### config.mk
export PLATFORM = sky130hd
export DESIGN_NAME = sdram_cap_tracker
export DESIGN_NICKNAME = d
export VERILOG_FILES = /design/src/rtl/sdram_cap_pkg.sv /design/src/rtl/sdram_cap_bank.sv /design/src/rtl/sdram_cap_burst.sv /design/src/rtl/sdram_cap_rdpipe.sv /design/src/rtl/sdram_cap_tracker.sv
export SDC_FILE = /design/constraint.sdc
export NUM_CORES = 1
export LEC_CHECK = 0
export BUFFER_PORTS_ARGS = -buffer_cell sky130_fd_sc_hd__buf_4
export CAP_MARGIN = 10
export CORE_UTILIZATION = 52
export CTS_CLUSTER_DIAMETER = 40
export CTS_CLUSTER_SIZE = 25
export DETAILED_ROUTE_END_ITERATION = 10
export PLACE_DENSITY_LB_ADDON = 0.15
export RECOVER_POWER = 100
export SKIP_LAST_GASP = 1
export SLEW_MARGIN = 25
export SYNTH_ARGS = -nofsm -noshare
export SYNTH_HDL_FRONTEND = slang
export SYNTH_SLANG_ARGS = --single-unit
### constraint.sdc
create_clock -name clk -period 2.75 [get_ports clk]
set_clock_uncertainty 0.2 [all_clocks]
set_input_delay 0.1375 -clock clk [delete_from_list [all_inputs] [get_ports clk]]
set_output_delay 0.1375 -clock clk [all_outputs]
set_load 0.005 [all_outputs]
### src/rtl/sdram_cap_pkg.sv
package sdram_cap_pkg;

   typedef enum logic [2:0] {
      CMD_NOP = 3'd0,
      CMD_ACT = 3'd1,
      CMD_RD  = 3'd2,
      CMD_WR  = 3'd3,
      CMD_PRE = 3'd4
   } cmd_e;

   typedef enum logic [2:0] {
      BK_IDLE   = 3'd0,
      BK_ACTIVE = 3'd1,
      BK_READ   = 3'd2,
      BK_WRITE  = 3'd3,
      BK_PRE    = 3'd4
   } bank_st_e;

   localparam int unsigned MAX_CL = 3;

endpackage

### src/rtl/sdram_cap_bank.sv
module sdram_cap_bank
   import sdram_cap_pkg::*;
#(
   parameter int TRP_W = 4
) (
   input  logic             clk,
   input  logic             rst_n,
   input  logic             go_act,
   input  logic             go_rd,
   input  logic             go_wr,
   input  logic             go_pre,
   input  logic             go_end,
   input  logic [TRP_W-1:0] cfg_trp,
   output bank_st_e         st
);

   logic [TRP_W-1:0] pre_cnt;
   logic [TRP_W-1:0] trp_eff;

   assign trp_eff = (cfg_trp == '0) ? TRP_W'(1) : cfg_trp;

   // Priority: a new access wins over the end of an older burst on this bank.
   always_ff @(posedge clk) begin
      if (!rst_n) begin
         st      <= BK_IDLE;
         pre_cnt <= '0;
      end else if (go_rd) begin
         st <= BK_READ;
      end else if (go_wr) begin
         st <= BK_WRITE;
      end else if (go_pre) begin
         st      <= BK_PRE;
         pre_cnt <= trp_eff;
      end else if (go_act || go_end) begin
         st <= BK_ACTIVE;
      end else if (st == BK_PRE) begin
         if (pre_cnt <= TRP_W'(1)) begin
            st      <= BK_IDLE;
            pre_cnt <= '0;
         end else begin
            pre_cnt <= pre_cnt - TRP_W'(1);
         end
      end
   end

   // An idle bank only leaves idle through a row open.
   assert_idle_exit_R2: assert property (@(posedge clk) disable iff (!rst_n)
      (st == BK_IDLE && !go_act) |=> st == BK_IDLE);

   // A precharging bank either keeps counting or becomes idle.
   assert_pre_exit_R6: assert property (@(posedge clk) disable iff (!rst_n)
      (st == BK_PRE) |=> (st == BK_PRE || st == BK_IDLE));

endmodule

### src/rtl/sdram_cap_burst.sv
module sdram_cap_burst #(
   parameter int BANK_W = 2,
   parameter int COL_W  = 9
) (
   input  logic              clk,
   input  logic              rst_n,
   input  logic [1:0]        cfg_bl,
   input  logic              start,
   input  logic              start_wr,
   input  logic              start_ap,
   input  logic [BANK_W-1:0] start_bank,
   input  logic [COL_W-1:0]  start_col,
   output logic              act,
   output logic [BANK_W-1:0] bank,
   output logic              wr,
   output logic              ap,
   output logic              left_nz,
   output logic              fin,
   output logic              inj_v,
   output logic [COL_W-1:0]  inj_col
);

   logic [2:0]       left;
   logic [2:0]       beat;
   logic [COL_W-1:0] base;
   logic [2:0]       blen_m1;

   assign blen_m1 = 3'((4'd1 << cfg_bl) - 4'd1);

   always_ff @(posedge clk) begin
      if (!rst_n) begin
         act  <= 1'b0;
         left <= '0;
         beat <= '0;
         bank <= '0;
         wr   <= 1'b0;
         ap   <= 1'b0;
         base <= '0;
      end else if (start) begin
         act  <= 1'b1;
         left <= blen_m1;
         beat <= 3'd1;
         bank <= start_bank;
         wr   <= start_wr;
         ap   <= start_ap;
         base <= start_col;
      end else if (act) begin
         if (left != 3'd0) begin
            left <= left - 3'd1;
            beat <= beat + 3'd1;
         end else begin
            act <= 1'b0;
         end
      end
   end

   assign left_nz = (left != 3'd0);
   // The burst ends at its natural last edge, or when replaced by a new access.
   assign fin     = act && (!left_nz || start);
   assign inj_v   = act && !wr && left_nz && !start;
   assign inj_col = base + COL_W'(beat);

   // A running burst never counts more beats than the longest burst.
   assert_beat_range_R4: assert property (@(posedge clk) disable iff (!rst_n)
      act |-> (32'(beat) + 32'(left)) <= 32'd8);

endmodule

### src/rtl/sdram_cap_rdpipe.sv
module sdram_cap_rdpipe
   import sdram_cap_pkg::*;
#(
   parameter int BANK_W = 2,
   parameter int COL_W  = 9
) (
   input  logic              clk,
   input  logic              rst_n,
   input  logic              cfg_cl,
   input  logic              inj_v,
   input  logic [BANK_W-1:0] inj_bank,
   input  logic [COL_W-1:0]  inj_col,
   input  logic              flush,
   output logic              out_v,
   output logic [BANK_W-1:0] out_bank,
   output logic [COL_W-1:0]  out_col,
   output logic              pend
);

   localparam int DEPTH = MAX_CL;

   logic [DEPTH-1:0]  v;
   logic [BANK_W-1:0] b_q [DEPTH];
   logic [COL_W-1:0]  c_q [DEPTH];

   always_ff @(posedge clk) begin
      if (!rst_n || flush) begin
         v <= '0;
      end else begin
         v <= {v[DEPTH-2:0], inj_v};
      end
   end

   always_ff @(posedge clk) begin
      b_q[0] <= inj_bank;
      c_q[0] <= inj_col;
   end

   for (genvar g = 1; g < DEPTH; g++) begin : g_stage
      always_ff @(posedge clk) begin
         b_q[g] <= b_q[g-1];
         c_q[g] <= c_q[g-1];
      end
   end

   // Output tap sits at stage CL-1.
   assign out_v    = cfg_cl ? v[2]   : v[1];
   assign out_bank = cfg_cl ? b_q[2] : b_q[1];
   assign out_col  = cfg_cl ? c_q[2] : c_q[1];
   assign pend     = cfg_cl ? (|v[2:0]) : (|v[1:0]);

   // Discarded beats never reach the output.
   assert_flush_quiet_R8: assert property (@(posedge clk) disable iff (!rst_n)
      flush |=> !out_v);

endmodule

### src/rtl/sdram_cap_tracker.sv
module sdram_cap_tracker
   import sdram_cap_pkg::*;
#(
   parameter int NUM_BANKS = 4,
   parameter int COL_W     = 9,
   parameter int TRP_W     = 4,
   localparam int BANK_W   = $clog2(NUM_BANKS)
) (
   input  logic                   clk,
   input  logic                   rst_n,
   input  logic [1:0]             cfg_bl,
   input  logic                   cfg_cl,
   input  logic [TRP_W-1:0]       cfg_trp,
   input  logic                   cfg_cap_en,
   input  logic [2:0]             cmd,
   input  logic [BANK_W-1:0]      cmd_bank,
   input  logic [COL_W-1:0]       cmd_col,
   input  logic                   cmd_ap,
   input  logic                   dqm_in,
   output logic [3*NUM_BANKS-1:0] bank_state,
   output logic                   rd_valid,
   output logic [BANK_W-1:0]      rd_bank,
   output logic [COL_W-1:0]       rd_col,
   output logic                   dqm_req,
   output logic                   dqm_err,
   output logic                   cmd_illegal
);

   if (NUM_BANKS < 2 || (1 << BANK_W) != NUM_BANKS) begin : g_bad_banks
      $error("NUM_BANKS must be a power of two of at least 2");
   end
   if (COL_W < 3) begin : g_bad_col
      $error("COL_W must be at least 3");
   end
   if (TRP_W < 1) begin : g_bad_trp
      $error("TRP_W must be at least 1");
   end

   bank_st_e            st [NUM_BANKS];
   logic [NUM_BANKS-1:0] busy_vec;

   logic is_act, is_rd, is_wr, is_pre, is_rw;
   bank_st_e tgt;
   logic illegal_c, legal_rw, same;

   logic              b_act, b_wr, b_ap, b_left_nz, b_fin, b_inj_v;
   logic [BANK_W-1:0] b_bank;
   logic [COL_W-1:0]  b_inj_col;

   logic              inj_v, flush, pend;
   logic [BANK_W-1:0] inj_bank;
   logic [COL_W-1:0]  inj_col;
   logic              dqm_d1, dqm_d2, dqm_need;

   assign is_act = (cmd == CMD_ACT);
   assign is_rd  = (cmd == CMD_RD);
   assign is_wr  = (cmd == CMD_WR);
   assign is_pre = (cmd == CMD_PRE);
   assign is_rw  = is_rd || is_wr;
   assign tgt    = st[cmd_bank];
   assign same   = b_act && (b_bank == cmd_bank);

   always_comb begin
      illegal_c = 1'b0;
      if (is_act) begin
         illegal_c = (tgt != BK_IDLE);
      end else if (is_rw) begin
         illegal_c = (tgt == BK_IDLE) || (tgt == BK_PRE) || (same && b_ap) ||
                     (b_act && b_left_nz && b_ap && !same && !cfg_cap_en);
      end else if (is_pre) begin
         illegal_c = (tgt == BK_READ) || (tgt == BK_WRITE);
      end
   end

   assign legal_rw = is_rw && !illegal_c;

   sdram_cap_burst #(.BANK_W(BANK_W), .COL_W(COL_W)) burst_i (
      .clk        (clk),
      .rst_n      (rst_n),
      .cfg_bl     (cfg_bl),
      .start      (legal_rw),
      .start_wr   (is_wr),
      .start_ap   (cmd_ap),
      .start_bank (cmd_bank),
      .start_col  (cmd_col),
      .act        (b_act),
      .bank       (b_bank),
      .wr         (b_wr),
      .ap         (b_ap),
      .left_nz    (b_left_nz),
      .fin        (b_fin),
      .inj_v      (b_inj_v),
      .inj_col    (b_inj_col)
   );

   for (genvar gb = 0; gb < NUM_BANKS; gb++) begin : g_bank
      logic hit, go_act, go_rd, go_wr, go_pre, go_end, own;
      assign hit    = (cmd_bank == BANK_W'(gb));
      assign own    = (b_bank == BANK_W'(gb));
      assign go_act = is_act && !illegal_c && hit;
      assign go_rd  = legal_rw && is_rd && hit;
      assign go_wr  = legal_rw && is_wr && hit;
      assign go_pre = (is_pre && hit && st[gb] == BK_ACTIVE) ||
                      (b_fin && b_ap && own);
      assign go_end = b_fin && !b_ap && own;

      sdram_cap_bank #(.TRP_W(TRP_W)) bank_i (
         .clk     (clk),
         .rst_n   (rst_n),
         .go_act  (go_act),
         .go_rd   (go_rd),
         .go_wr   (go_wr),
         .go_pre  (go_pre),
         .go_end  (go_end),
         .cfg_trp (cfg_trp),
         .st      (st[gb])
      );

      assign bank_state[3*gb +: 3] = st[gb];
      assign busy_vec[gb] = (st[gb] == BK_READ) || (st[gb] == BK_WRITE);
   end

   // A new read injects its first beat; otherwise the running read continues.
   assign inj_v    = (legal_rw && is_rd) || b_inj_v;
   assign inj_bank = (legal_rw && is_rd) ? cmd_bank : b_bank;
   assign inj_col  = (legal_rw && is_rd) ? cmd_col  : b_inj_col;
   assign flush    = legal_rw && is_wr;

   sdram_cap_rdpipe #(.BANK_W(BANK_W), .COL_W(COL_W)) rdpipe_i (
      .clk      (clk),
      .rst_n    (rst_n),
      .cfg_cl   (cfg_cl),
      .inj_v    (inj_v),
      .inj_bank (inj_bank),
      .inj_col  (inj_col),
      .flush    (flush),
      .out_v    (rd_valid),
      .out_bank (rd_bank),
      .out_col  (rd_col),
      .pend     (pend)
   );

   assign dqm_need = flush && (pend || (b_act && !b_wr && b_left_nz));

   always_ff @(posedge clk) begin
      if (!rst_n) begin
         dqm_d1      <= 1'b0;
         dqm_d2      <= 1'b0;
         dqm_req     <= 1'b0;
         dqm_err     <= 1'b0;
         cmd_illegal <= 1'b0;
      end else begin
         dqm_d1      <= dqm_in;
         dqm_d2      <= dqm_d1;
         dqm_req     <= dqm_need;
         dqm_err     <= dqm_need && !dqm_d2;
         cmd_illegal <= illegal_c;
      end
   end

   assert_single_burst_R11: assert property (@(posedge clk) disable iff (!rst_n)
      $onehot0(busy_vec));

   assert_intr_precharge_R7: assert property (@(posedge clk) disable iff (!rst_n)
      (legal_rw && b_act && b_ap && b_left_nz && !same)
      |=> bank_state[3*$past(b_bank) +: 3] == 3'd4);

   assert_cap_gate_R10: assert property (@(posedge clk) disable iff (!rst_n)
      (is_rw && b_act && b_ap && b_left_nz && !same && !cfg_cap_en) |=> cmd_illegal);

   assert_dqm_pair_R9: assert property (@(posedge clk) disable iff (!rst_n)
      dqm_err |-> dqm_req);

endmodule

==> Word-level counts from Yosys, hierarchy flattened <==
Memory sizes are Yosys's and may differ from the RTL's.
Cells that the tools add are included.
{ "op_classes": {"add_sub_neg": 8, "magnitude_cmp": 5, "eq_ne": 26, "shifts": 1, "mux": 62, "n_bitwise": 10, "n_reduce_logical": 137} }
{ "ops": {"columns": ["operator", "count"], "rows": [
  ["2-to-1 mux 4 bit", 17],
  ["2-to-1 mux 3 bit", 21],
  ["logical AND 1 bit", 46],
  ["nonzero test 5 bit", 8],
  ["nonzero test 4 bit", 8],
  ["nonzero test 3 bit", 10],
  ["AND reduction 2 bit", 14],
  ["2-to-1 mux 2 bit", 10],
  ["== test 3 bit (second input constant)", 6],
  ["2-to-1 mux 9 bit", 2],
  ["logical OR 1 bit", 17],
  ["less-or-equal comparator 4 x 1 -> 1 bit (second input constant)", 4],
  ["AND reduction 4 bit", 4],
  ["subtractor 4 x 1 -> 4 bit (second input constant)", 4],
  ["== test 3 x 1 -> 1 bit (second input constant)", 5],
  ["OR reduction 3 bit", 5],
  ["== test 3 x 2 -> 1 bit (second input constant)", 4],
  ["nonzero test 2 bit", 6],
  ["OR reduction 2 bit", 6],
  ["2-to-1 mux 1 bit", 11],
  ["adder 9 x 3 -> 9 bit", 1],
  ["logical NOT 1 bit", 9],
  ["inverter 1 bit", 9],
  ["== test 2 bit (second input constant)", 4],
  ["other kinds (12)", 18]
]} }
{ "totals": {"reg_bits": 56, "ram_bits": 33, "output_inout_bits": 27, "memories": 2} }
{ "mem_list": {"columns": ["name", "depth", "width", "rd", "rd_clocked_by_memory_dff", "write_ports", "line_no", "source"], "rows": [
  ["rdpipe_i.c_q", 3, 9, 3, 0, 3, "sdram_cap_rdpipe.sv:24", "logic [COL_W-1:0] c_q [DEPTH];"],
  ["rdpipe_i.b_q", 3, 2, 3, 0, 3, "sdram_cap_rdpipe.sv:23", "logic [BANK_W-1:0] b_q [DEPTH];"]
]} }

==> Depth between registers and ports, before layout <==
{ "logic_depth": {"word_depth": 21, "mapped_depth": 11, "depth_no_buf": 9} }

==> Cells and area by module <==
A second synthesis with hierarchy kept.
{ "hier_totals": {"hier_cells": 464, "hier_area_um2": 4566.9} }
{ "by_module_without_submodules": {"columns": ["module", "instances", "cells_each", "area_per_inst_um2"], "rows": [
  ["sdram_cap_bank", 4, 53, 457.9],
  ["sdram_cap_burst", 1, 114, 1091.0],
  ["sdram_cap_rdpipe", 1, 53, 937.1],
  ["sdram_cap_tracker", 1, 85, 706.9]
]} }

==> Worst setup path after synthesis <==
No wires, ideal clock.
{ "synth_timing": {"kind": "reg-to-reg", "from": "register g_bank[3].bank_i.st[1]", "to": "register burst_i.left[2]", "setup_time_ps": 86, "t_arrival_ps": 2305, "required_time_ps": 2464, "setup_slack_ps": 160, "path_stages_with_launch": 11, "period_less_slack_ps": 2590, "path_cell_list": "dfxtp_1 mux4_2 or2_4 nand3_1 clkbuf_1 nor3b_1 a21oi_1 ha_1 nand2_1 xor2_1 a211oi_1"} }
{ "synth_between": {"elab_chain_cells": 13} }
{ "synth_lines": {"columns": ["element", "line_no", "source"], "rows": [
  ["start, declared", "sdram_cap_bank.sv:14", "output bank_st_e st"],
  ["start signal, assigned", "sdram_cap_bank.sv:25", "st <= BK_IDLE;"],
  ["start signal, assigned", "sdram_cap_bank.sv:28", "st <= BK_READ;"],
  ["start signal, assigned", "sdram_cap_bank.sv:30", "st <= BK_WRITE;"],
  ["binary-select mux 3 bit (select 2 bit) *", "sdram_cap_tracker.sv:60", "assign tgt = st[cmd_bank];"],
  ["2-to-1 mux 3 bit (not written as such) * (2 in series)", "sdram_cap_tracker.sv:60", null],
  ["== test 3 bit / logical NOT 3 bit (equally long branches)", "sdram_cap_tracker.sv:68", "illegal_c = (tgt == BK_IDLE) || (tgt == BK_PRE) || (same && b_ap) ||"],
  ["logical OR 1 bit (3 in series)", "sdram_cap_tracker.sv:68", null],
  ["2-to-1 mux 1 bit", "sdram_cap_tracker.sv:67", "end else if (is_rw) begin"],
  ["2-to-1 mux 1 bit *", "sdram_cap_tracker.sv:65", "if (is_act) begin"],
  ["logical NOT 1 bit *", "sdram_cap_tracker.sv:75", "assign legal_rw = is_rw && !illegal_c;"],
  ["logical AND 1 bit *", "sdram_cap_tracker.sv:75", null],
  ["nonzero test 2 bit (no source line)", null, null],
  ["AND reduction 2 bit (no source line)", null, null],
  ["end signal, assigned", "sdram_cap_burst.sv:41", "left <= blen_m1;"],
  ["end signal, assigned", "sdram_cap_burst.sv:49", "left <= left - 3'd1;"],
  ["end, declared", "sdram_cap_burst.sv:23", "logic [2:0] left;"]
]} }
Every way passes the cells marked *; elsewhere a longest branch is shown, timed or not. The select of a mux whose other input is x is not followed.
A chain may end at the register's enable or synchronous reset.

==> Final worst setup path <==
{ "layout_timing": {"from": "register g_bank[1].bank_i.st[0]", "to": "register g_bank[1].bank_i.st[0]"} }
{ "layout_between": {"elab_chain_cells": 19} }
{ "layout_lines": {"columns": ["element", "line_no", "source"], "rows": [
  ["start, declared", "sdram_cap_bank.sv:14", null],
  ["start signal, assigned", "sdram_cap_bank.sv:25", null],
  ["start signal, assigned", "sdram_cap_bank.sv:28", null],
  ["start signal, assigned", "sdram_cap_bank.sv:30", null],
  ["binary-select mux 3 bit (select 2 bit)", "sdram_cap_tracker.sv:60", null],
  ["2-to-1 mux 3 bit (not written as such) (2 in series)", "sdram_cap_tracker.sv:60", null],
  ["== test 3 bit / logical NOT 3 bit (equally long branches)", "sdram_cap_tracker.sv:68", null],
  ["logical OR 1 bit (3 in series)", "sdram_cap_tracker.sv:68", null],
  ["2-to-1 mux 1 bit", "sdram_cap_tracker.sv:67", null],
  ["2-to-1 mux 1 bit", "sdram_cap_tracker.sv:65", null],
  ["logical NOT 1 bit", "sdram_cap_tracker.sv:75, sdram_cap_tracker.sv:100", null],
  ["logical AND 1 bit", "sdram_cap_tracker.sv:75", null],
  ["logical OR 1 bit", "sdram_cap_burst.sv:59", "assign fin = act && (!left_nz || start);"],
  ["logical AND 1 bit", "sdram_cap_burst.sv:59", null],
  ["logical AND 1 bit (2 in series)", "sdram_cap_tracker.sv:105", "assign go_end = b_fin && !b_ap && own;"],
  ["logical OR 1 bit", "sdram_cap_bank.sv:34", "end else if (go_act || go_end) begin"],
  ["2-to-1 mux 3 bit", "sdram_cap_bank.sv:34", null],
  ["2-to-1 mux 3 bit", "sdram_cap_bank.sv:31", "end else if (go_pre) begin"],
  ["2-to-1 mux 2 bit", "sdram_cap_bank.sv:29", "end else if (go_wr) begin"]
]} }
Several ways; a longest one is shown, not always the timed one. The select of a mux whose other input is x is not followed.

==> key figures <==
GRT
  – Vias in the first global route: 3,396
  – Largest net degree at the start of global routing: 32
  – Global-route wire length before repair: 16.3 mm
  – Initial antenna violation count: 0
  – GRT Total Usage: 24.4%
  – Grt ovf: 0

Synthesis
  – Syn. warnings: 0
  – Cell type with the largest total area after synthesis: dfxtp_1
  – Mapped Nets: 516
  – Synth top area cells: dfxtp_1, nand2_1, mux2_2
  – Post-synth top flop: dfxtp_1
  – Post-synthesis sequential area ratio: 41.9%
  – Syn Inst Count: 476
  – Netlist cell types: 73
  – Yosys top cell area share: 41.9%
  – EDFF count, synth: 0
  – Netlist area before placement: 4260 sq um
  – Synth Register Bits: 89
  – Post-synth ARST share: 0%
  – Synthesized area per cell: 8.94 sq um

STA
  – Slew HR: 54.2%
  – Final Hold Vio Count: 0
  – Crit path time final: 2.67 ns
  – Setup slack after layout: 0.0850 ns
  – Final Max Tran Viols: 0
  – Worst-Margin Slew: 0.687 ns
  – Setup-failing EPs final: 0
  – Tcrit/Tclk final: 96.9%
  – Max Clk Rate: 375 MHz

Placement
  – Dpl cell area: 4750 sq um
  – Dpl cells: 620
  – RD Place Congestion: 0.925
  – Setup WS pre-CTS: 0.0761 ns
  – I/O Buffers: 52
  – Post-DP HPWL: 7.04 mm

Flow run
  – Max Cap Viol: 0

Route
  – Post-DRT Antenna Nets: 0
  – WL/cell: 15.2 microns
  – WL met1: 4.83 mm
  – Drt drc: 0
  – Via-to-Cell Ratio: 5.62
  – TritonRoute pass-1 iters: 5
  – Max Used Layer: met4
  – DR iter-0 viols: 215
  – Met2 Wirelength: 4.36 mm
  – Post-Route WL: 9.95 mm
  – Met3 wire len: 607 microns
  – Via count: 3,684

Power and ir drop
  – PwrDens: 462 nW/um^2
  – Reg power frac: 55.7%
  – IR drop worst, VDD: 0.309 mV
  – Switching power: 0.616 mW
  – Pint: 1.73 mW
  – Combinational power share: 7.0%
  – Sw Ratio: 26.2%
  – Static leakage: 2.05 nW
  – Clk pwr share: 37.4%
  – Overall Power: 2.35 mW

Finish
  – Design area: 5090 sq um
  – Post-route insts no fill: 655
  – Area Overhead vs Synth: 19.6%
  – Ant. Diodes: 0
  – Layout cell share with drive strength beyond 1: 19.7%
  – Fill count: 690
  – Layout Nets: 588

Hold path
  – Hold Path Class: in2reg

Floorplan
  – Starting density of the core: 54.5%
  – Core ar.: 7810 sq um
  – Placement Rows: 32
  – Die width: 92.5 microns
  – Vert. Die Dim: 92.5 microns
  – Top Ports: 53
  – Die ar.: 8550 sq um

Setup path
  – CP Data Arrival Time: 2.79 ns
  – Worst EP required: 2.87 ns
  – CP endpoint kind: register
  – Startpoint Class: register
  – Worst Path Max Fanout: 6
  – Critical path class: reg2reg

Status
  – Outcome: finished, final reports clean

Clock network
  – Root Driver: clkbuf_8
  – Reg clk slew, reported paths: 0.10 ns
  – Clock tree buffer depth: 2
  – # clock sinks: 89
  – Total CTS buffers: 9
  – CTS tree: yes
  – H-tree levels: 3
  – Worst-Skew Late Latency: 0.37 ns
[Yosys cell counts (all sizes together) (11+ instances only)]
cell    number
a21oi       29
clkbuf      15
dfxtp       89
ha          13
inv         16
mux2        15
mux2i       11
nand2       69
nand3       13
nor2        39
nor3        18
o21ai       17
[per-layer routing]
layer,global-route usage (%),up-vias
li1,-,1839
met4,8.07,0
met2,37.5,118
met5,0,-
met1,34.2,1712
met3,4.68,15
[power by group through the flow]
stage               combinational (mW)  clock (mW)  sequential, mW
floorplan                       0.0800           0            1.34
global placement                 0.140           0            1.34
detailed placement               0.142           0            1.34
CTS                              0.164       0.900            1.31
global route                     0.176       0.948            1.31
finish                           0.163       0.879            1.31
[cell families (layout without fill, tap and decap cells)]
group           after synthesis  count (layout)  synth area share, %
simple gates                187             187                 21.3
flops                        89              89                 41.9
fa+ha+maj                    14              14                 4.29
xor+xnor                     14              14                 2.88
mux                          29              29                 8.23
compound gates              102             102                 16.8
buf+inv                      41             118                 4.67
[final timing paths]
kind	start	slack, ns	cells past startpoint	to
hold / removal	cmd[0]	0.01	4	rdpipe_i.c_q[0][0]
setup reg to reg	g_bank[1].bank_i.st[0]	0.08	6	g_bank[1].bank_i.st[0]
setup / recovery	g_bank[1].bank_i.st[0]	0.08	6	g_bank[1].bank_i.st[0]
hold reg to reg	rdpipe_i.c_q[0][0]	0.13	0	rdpipe_i.c_q[0][9]
[cells in the final DEF (no fill, tap or decap), types with 6 or more instances in the layout]
| master | count |
|---|---|
| dfxtp_1 | 89 |
| nand2_1 | 69 |
| nor2_1 | 38 |
| buf_4 | 34 |
| a21oi_1 | 28 |
| clkbuf_4 | 22 |
| dlygate4sd3_1 | 19 |
| nor3_1 | 17 |
| inv_1 | 16 |
| o21ai_0 | 16 |
| mux2_2 | 15 |
| nand3_1 | 13 |
| ha_1 | 13 |
| mux2i_1 | 10 |
| clkbuf_1 | 10 |
| clkbuf_8 | 9 |
| xnor2_1 | 7 |
| nor3b_1 | 7 |
| xor2_1 | 7 |
| a31oi_1 | 7 |
| o22ai_1 | 6 |
[metrics by stage]
stage           TNS, ns  hold slack (ns)  utilization [%]
3_5_place_dp          0            0.113             60.8
2_1_floorplan         0           0.0365                -
5_1_grt        -0.00660           0.0196             65.2
6_report              0           0.0103             65.2
4_1_cts               0          0.00777             65.7
3_3_place_gp          0            0.110             60.8
[state kept, by name, summed over array words and instances (netlist names)]
signal,flops
rdpipe_i.c_q,27
g_bank.bank_i.pre_cnt,16
g_bank.bank_i.st,12
burst_i.base,9
rdpipe_i.b_q,6
burst_i.beat,3
burst_i.left,3
rdpipe_i.v,3
burst_i.bank,2
burst_i.act,1
burst_i.ap,1
burst_i.wr,1
cmd_illegal,1
dqm_d1,1
dqm_d2,1
dqm_err,1
dqm_req,1
[cell type report]
cell class,count,area [sq um],area share [%]
sequential,89,1780,35.0
clock buffer,9,124,2.43
timing repair buffer,86,653,12.8
multi-input combinational,346,2280,44.7
inverter,16,60.1,1.18
clock inverter,7,66.3,1.30
tap,102,128,2.51
[what timing repair did]
action	CTS	global route
buffers inserted	0	0
setup endpoints to repair	0	2
hold buffers	19	0
endpoints found under the hold margin	51	0
resized for setup	0	3
[critical path: stages (launching register included)]
cell and delay, ns:
dfxtp_1 0.37, mux4_1 0.51, or2_4 0.27, or4_1 0.65, o32a_2 0.27, a21boi_1 0.16, o221a_1 0.18
Power figures use the tool's default switching activity.
